File: config.mk
export PLATFORM = sky130hd
export DESIGN_NAME = dma_addr_window_dec
export DESIGN_NICKNAME = d
export VERILOG_FILES = /design/src/rtl/dma_win_pkg.sv /design/src/rtl/dma_win_regs.sv /design/src/rtl/dma_win_match.sv /design/src/rtl/dma_win_prio.sv /design/src/rtl/dma_addr_window_dec.sv
export SDC_FILE = /design/constraint.sdc
export NUM_CORES = 1
export LEC_CHECK = 0
export BUFFER_PORTS_ARGS = -buffer_cell sky130_fd_sc_hd__clkbuf_2
export CAP_MARGIN = 20
export CORE_MARGIN = 4
export CORE_UTILIZATION = 40
export DETAILED_ROUTE_END_ITERATION = 7
export PLACE_DENSITY = 0.67
export SYNTH_ARGS = -nofsm -noshare
export SYNTH_HDL_FRONTEND = slang
export SYNTH_SLANG_ARGS = --single-unit
File: constraint.sdc
create_clock -name clk -period 2.4 [get_ports clk]
set_input_delay 0.24 -clock clk [delete_from_list [all_inputs] [get_ports clk]]
set_output_delay 0.24 -clock clk [all_outputs]
set_load 0.005 [all_outputs]
File: src/rtl/dma_win_pkg.sv
package dma_win_pkg;

    localparam int HALF_W = 16;
    localparam int TGT_W  = 4;
    localparam int ATTR_W = 8;
    localparam int WORD_W = 32;

    typedef struct packed {
        logic [HALF_W-1:0] size_m1;
        logic [ATTR_W-1:0] attr;
        logic [TGT_W-1:0]  tgt;
        logic              en;
    } win_cfg_t;

    typedef struct packed {
        logic              hit;
        logic [TGT_W-1:0]  tgt;
        logic [ATTR_W-1:0] attr;
    } win_sel_t;

    function automatic logic [WORD_W-1:0] ctrl_to_word(input win_cfg_t c);
        return {c.size_m1, c.attr, c.tgt, 3'b000, c.en};
    endfunction

    function automatic win_cfg_t word_to_ctrl(input logic [WORD_W-1:0] w);
        win_cfg_t c;
        c.size_m1 = w[31:16];
        c.attr    = w[15:8];
        c.tgt     = w[7:4];
        c.en      = w[0];
        return c;
    endfunction

    function automatic logic window_hits(input logic              en,
                                         input logic [HALF_W-1:0] size_m1,
                                         input logic [HALF_W-1:0] base_hi,
                                         input logic [HALF_W-1:0] addr_hi);
        return en && ((addr_hi & ~size_m1) == (base_hi & ~size_m1));
    endfunction

endpackage

File: src/rtl/dma_win_regs.sv
module dma_win_regs
    import dma_win_pkg::*;
#(
    parameter int NUM_WIN    = 4,
    parameter int REG_ADDR_W = 8,
    parameter int CTRL_BASE  = 48,
    parameter int BASE_DELTA = 4,
    parameter int WIN_STRIDE = 16
) (
    input  logic                  clk,
    input  logic                  rst,
    input  logic                  cfg_we,
    input  logic [REG_ADDR_W-1:0] cfg_addr,
    input  logic [WORD_W-1:0]     cfg_wdata,
    output logic [WORD_W-1:0]     cfg_rdata,
    output win_cfg_t              cfg_q  [NUM_WIN],
    output logic [HALF_W-1:0]     base_q [NUM_WIN]
);

    logic unused_wdata;
    assign unused_wdata = ^{cfg_wdata[3:1], cfg_wdata[HALF_W-1:0]};

    for (genvar g = 0; g < NUM_WIN; g++) begin : g_win
        localparam int CTRL_OFS = CTRL_BASE + g * WIN_STRIDE;
        localparam int BASE_OFS = CTRL_OFS + BASE_DELTA;

        logic wr_ctrl, wr_base;
        assign wr_ctrl = cfg_we && (cfg_addr == REG_ADDR_W'(CTRL_OFS));
        assign wr_base = cfg_we && (cfg_addr == REG_ADDR_W'(BASE_OFS));

        always_ff @(posedge clk) begin
            if (rst) begin
                cfg_q[g]  <= '0;
                base_q[g] <= '0;
            end else begin
                if (wr_ctrl) cfg_q[g]  <= word_to_ctrl(cfg_wdata);
                if (wr_base) base_q[g] <= cfg_wdata[WORD_W-1:HALF_W];
            end
        end
    end

    always_comb begin
        cfg_rdata = '0;
        for (int i = 0; i < NUM_WIN; i++) begin
            if (cfg_addr == REG_ADDR_W'(CTRL_BASE + i * WIN_STRIDE))
                cfg_rdata = ctrl_to_word(cfg_q[i]);
            if (cfg_addr == REG_ADDR_W'(CTRL_BASE + i * WIN_STRIDE + BASE_DELTA))
                cfg_rdata = {base_q[i], {HALF_W{1'b0}}};
        end
    end

endmodule

File: src/rtl/dma_win_match.sv
module dma_win_match
    import dma_win_pkg::*;
#(
    parameter int NUM_WIN = 4
) (
    input  win_cfg_t          cfg_q  [NUM_WIN],
    input  logic [HALF_W-1:0] base_q [NUM_WIN],
    input  logic [HALF_W-1:0] addr_hi,
    output logic [NUM_WIN-1:0] hit_vec
);

    for (genvar g = 0; g < NUM_WIN; g++) begin : g_cmp
        logic unused_fields;
        assign unused_fields = ^{cfg_q[g].attr, cfg_q[g].tgt};
        assign hit_vec[g] = window_hits(cfg_q[g].en, cfg_q[g].size_m1,
                                        base_q[g], addr_hi);
    end

endmodule

File: src/rtl/dma_win_prio.sv
module dma_win_prio
    import dma_win_pkg::*;
#(
    parameter int NUM_WIN = 4,
    parameter int IDX_W   = 2
) (
    input  logic [NUM_WIN-1:0] hit_vec,
    input  win_cfg_t           cfg_q [NUM_WIN],
    output win_sel_t           sel,
    output logic [IDX_W-1:0]   sel_idx
);

    for (genvar g = 0; g < NUM_WIN; g++) begin : g_sink
        logic unused_fields;
        assign unused_fields = ^{cfg_q[g].size_m1, cfg_q[g].en};
    end

    // Scan from the top down so the lowest-numbered hit is assigned last.
    always_comb begin
        sel     = '0;
        sel_idx = '0;
        for (int i = NUM_WIN - 1; i >= 0; i--) begin
            if (hit_vec[i]) begin
                sel.hit  = 1'b1;
                sel.tgt  = cfg_q[i].tgt;
                sel.attr = cfg_q[i].attr;
                sel_idx  = IDX_W'(i);
            end
        end
    end

endmodule

File: src/rtl/dma_addr_window_dec.sv
module dma_addr_window_dec
    import dma_win_pkg::*;
#(
    parameter int NUM_WIN    = 4,
    parameter int REG_ADDR_W = 8,
    parameter int CTRL_BASE  = 48,
    parameter int BASE_DELTA = 4,
    parameter int WIN_STRIDE = 16,
    localparam int IDX_W     = (NUM_WIN > 1) ? $clog2(NUM_WIN) : 1
) (
    input  logic                  clk,
    input  logic                  rst,
    input  logic                  cfg_we,
    input  logic [REG_ADDR_W-1:0] cfg_addr,
    input  logic [31:0]           cfg_wdata,
    output logic [31:0]           cfg_rdata,
    input  logic                  req_valid,
    input  logic [31:0]           req_addr,
    output logic                  rsp_valid,
    output logic                  rsp_hit,
    output logic                  rsp_miss,
    output logic [IDX_W-1:0]      rsp_win,
    output logic [3:0]            rsp_target,
    output logic [7:0]            rsp_attr
);

    win_cfg_t           cfg_q  [NUM_WIN];
    logic [HALF_W-1:0]  base_q [NUM_WIN];
    logic [NUM_WIN-1:0] hit_vec;
    win_sel_t           sel;
    logic [IDX_W-1:0]   sel_idx;

    logic unused_low_addr;
    assign unused_low_addr = ^req_addr[HALF_W-1:0];

    dma_win_regs #(
        .NUM_WIN   (NUM_WIN),
        .REG_ADDR_W(REG_ADDR_W),
        .CTRL_BASE (CTRL_BASE),
        .BASE_DELTA(BASE_DELTA),
        .WIN_STRIDE(WIN_STRIDE)
    ) u_regs (
        .clk      (clk),
        .rst      (rst),
        .cfg_we   (cfg_we),
        .cfg_addr (cfg_addr),
        .cfg_wdata(cfg_wdata),
        .cfg_rdata(cfg_rdata),
        .cfg_q    (cfg_q),
        .base_q   (base_q)
    );

    dma_win_match #(.NUM_WIN(NUM_WIN)) u_match (
        .cfg_q  (cfg_q),
        .base_q (base_q),
        .addr_hi(req_addr[31:HALF_W]),
        .hit_vec(hit_vec)
    );

    dma_win_prio #(.NUM_WIN(NUM_WIN), .IDX_W(IDX_W)) u_prio (
        .hit_vec(hit_vec),
        .cfg_q  (cfg_q),
        .sel    (sel),
        .sel_idx(sel_idx)
    );

    always_ff @(posedge clk) begin
        if (rst || !req_valid) begin
            rsp_valid  <= 1'b0;
            rsp_hit    <= 1'b0;
            rsp_miss   <= 1'b0;
            rsp_win    <= '0;
            rsp_target <= '0;
            rsp_attr   <= '0;
        end else begin
            rsp_valid  <= 1'b1;
            rsp_hit    <= sel.hit;
            rsp_miss   <= !sel.hit;
            rsp_win    <= sel.hit ? sel_idx : '0;
            rsp_target <= sel.hit ? sel.tgt : '0;
            rsp_attr   <= sel.hit ? sel.attr : '0;
        end
    end

endmodule

==> summary.txt <==
Routing
  • Drt initial violations: 1160
  • Final ANT Viol Nets: 0
  • Via count: 9517
  • WL/cell: 20.7 µm
  • Final wirelength: 33800 µm
  • Vias per cell: 5.85
  • DRT Pass-1 Iters: 7
  • DRC errors left: 0

Timing
  • Sum Neg Setup Slack: 0 ns
  • Final hold vios: 0
  • Period utilization: 0.964
  • Fin. max-slew vios: 0
  • Max Fclk: 432 MHz
  • Final min period: 2.31 ns
  • Relative slew slack: 0.620
  • Skew final: 0.0193 ns
  • Setup-failing EPs final: 0
  • Worst-Margin Slew: 0.570 ns
  • Unrepaired setup endpoints after global routing: false

Die
  • Chip Width: 161 µm
  • Die Y: 161 µm
  • Row count: 55
  • Core Region: 0.0228 mm²
  • Starting density of the core: 0.410
  • Die ar.: 0.0260 mm²
  • Top-Level Pins: 125

Logic synthesis
  • Ys async rst share: 0
  • Sequential element share of the synthesized area: 0.421
  • Post-synth EDFFs: 0
  • Post-synthesis cell area: 0.00938 mm²
  • Synthesized instance count: 1209
  • Largest area contributor in the netlist: dfxtp_1
  • Unique masters post-synth: 48
  • Primary FF master, synth: dfxtp_1
  • Synth cell count leaders: 324 x nand2_1, 197 x dfxtp_1, 183 x a21oi_1
  • Top-area cell type share of the netlist area: 0.421
  • Most common cell in the netlist: nand2_1
  • Synth warn: 0
  • Seq cells post-synth: 197
  • Most area-consuming cells after synthesis: dfxtp_1 42%, nand2_1 13%, a21oi_1 9.8%
  • Syn Area/Cell: 7.76 µm²

Pwr
  • Power per cell area: 590 mW/mm²
  • Register share of total power: 0.495
  • Cell-internal power: 4.83 mW
  • Comb pwr share: 0.055
  • Sw Ratio: 0.270
  • Psw: 1.78 mW
  • Total chip power: 6.61 mW
  • Clock power frac: 0.450
  • Leak pwr: 3.87 nW
  • Worst VDD drop: 0.000477 V

Global routing
  • First-pass GRT wire length: 51800 µm
  • Initial antenna violation count: 1
  • Vias in the first global route: 8746
  • Largest net degree at the start of global routing: 121
  • Global route overflow: 0
  • Tot GR Track Use: 0.256

Worst setup path
  • Reg2reg end: rsp_attr[5]
  • Critical Path RT: 2.16 ns
  • R2R cell count: 7
  • Crit Path Max Fanout: 5
  • R2R Setup Slk: 0.11 ns
  • Worst path arrival time: 2.07 ns
  • Critical Path End Type: output pin
  • CP Launch Type: input port
  • Critical path type: in2out
  • RR Startpoint: u_regs.base_q[42]

Clock network
  • Total setup buffers inserted after CTS: 0
  • Worst-Skew Late Latency: 0.45 ns
  • H-tree Lvls: 4
  • Clock Pin Slew Worst Setup and Hold Paths: 0.09 ns
  • Clock sinks: 197
  • Total CTS buffers: 17
  • Root Buffer Master: clkbuf_16
  • Clock Tree Buf Depth: 2
  • CTS tree: done

Status
  • Outcome: complete, no violations

Placed design
  • GP Congestion: 0.967
  • DP HPWL: 23600 µm
  • I/O Buffers: 102

Layout
  • Layout cells sized above 1: 0.189
  • Fillcell total: 2277
  • Antenna cells: 0
  • Net count, final: 1377
  • Syn-to-layout area delta: 19.4%

Hold path
  • Hold Path Origin: cfg_wdata[11]
  • Hold depth: 3
  • Worst hold path type: in2reg
  • Endpoint, Worst Hold: u_regs.cfg_q[66]

Job
  • Max cap viols: 0
final cells by class:
type                    count  area [µm²]  share of cell area
multi-input cells         886        4880               0.436
flip-flops and latches    197        3940               0.352
repair buffers            196        1350               0.121
clock buffers              17         425              0.0380
well taps                 313         392              0.0350
clock inverters            15         194              0.0173
inverters                   3        11.3             0.00101
state kept, by name, indices dropped and copies added (netlist names):
register / cells
rsp_attr: 8
rsp_valid: 1
u_regs.base_q: 64
rsp_hit: 1
u_regs.cfg_q: 116
rsp_miss: 1
rsp_win: 2
rsp_target: 4
how the worst max path moves through the flow:
| stage | startpoint | to | slack [ns] | depth (start not counted) |
|---|---|---|---|---|
| 6_report | cfg_addr[1] | cfg_rdata[21] | 0.09 | 10 |
| 4_1_cts | cfg_addr[1] | cfg_rdata[27] | -0.009 | 8 |
| 5_1_grt | cfg_addr[1] | cfg_rdata[30] | 0.007 | 10 |
| 3_5_place_dp | cfg_addr[1] | cfg_rdata[20] | -0.06 | 10 |
| 2_1_floorplan | cfg_addr[1] | cfg_rdata[21] | 0.34 | 8 |
| 3_3_place_gp | cfg_addr[1] | cfg_rdata[20] | -0.04 | 10 |
power groups by stage:
stage                     Combinational [mW]  Sequential (mW)  Clock [mW]
after floorplan                        0.215             3.35           0
after global placement                 0.349             3.35           0
after detailed placement               0.350             3.35           0
after CTS                              0.352             3.27        3.00
after global routing                   0.380             3.28        3.16
final                                  0.360             3.27        2.98
through the flow:
stage	std cells	area, µm²	setup WS, ns	hold slack (ns)	util
3_5_place_dp	1595	10500	-0.0614	0.458	0.461
6_report	1627	11200	0.0859	0.0601	0.490
4_1_cts	1627	11200	-0.00882	0.0449	0.489
5_1_grt	1627	11200	0.00658	0.0507	0.490
2_1_floorplan	1211	9380	0.341	0.376	-
3_3_place_gp	1595	10500	-0.0449	0.452	0.461
worst max-delay path, cell delays in order:
cell and delay, ns:
clkbuf_2 0.09, or4_4 0.57, buf_4 0.18, nor2_2 0.12
buf_4 0.17, buf_4 0.13, a22oi_1 0.08, a31oi_1 0.22
a21o_1 0.15, clkbuf_2 0.12
cells in the final DEF, fill, tap and decap left out, types with 12 or more instances in the layout:
| cell type | n |
|---|---|
| nand2_1 | 323 |
| nand3_1 | 65 |
| o22ai_1 | 32 |
| buf_4 | 83 |
| nand2b_1 | 15 |
| o2111a_1 | 12 |
| nand3b_1 | 13 |
| a22oi_1 | 71 |
| xnor2_1 | 63 |
| dfxtp_1 | 197 |
| and2_1 | 14 |
| clkbuf_2 | 101 |
| clkbuf_16 | 17 |
| nand4_1 | 13 |
| a21oi_1 | 183 |
cells by family (layout without fill, tap and decap cells):
family / after synthesis / in the layout / share of synthesized area
and+or+nand+nor: 483 / 483 / 0.230
AOI/OAI and AO/OA: 333 / 333 / 0.220
DFF: 197 / 197 / 0.421
buffers and inverters: 128 / 231 / 0.0655
xor gates and xnor gates: 64 / 64 / 0.0606
muxes: 3 / 3 / 0.00320
other: 1 / 3 / 0.000400
what timing repair did:
| action | in CTS | in global routing |
|---|---|---|
| resized for setup | 2 | 7 |
| endpoints found under the hold margin | 0 | 0 |
| hold buffers | 0 | 0 |
| endpoints found under the setup margin | 5 | 15 |
| cloned | 0 | 0 |
| pin swaps | 2 | 2 |
per-layer routing:
| metal | track usage | routed length (µm) |
|---|---|---|
| met5 | 0 | 13 |
| met4 | 0.106 | 1290 |
| met3 | 0.0526 | 3240 |
| met2 | 0.404 | 15500 |
| met1 | 0.342 | 13700 |
No activity file was read; power rests on OpenSTA's default activity.
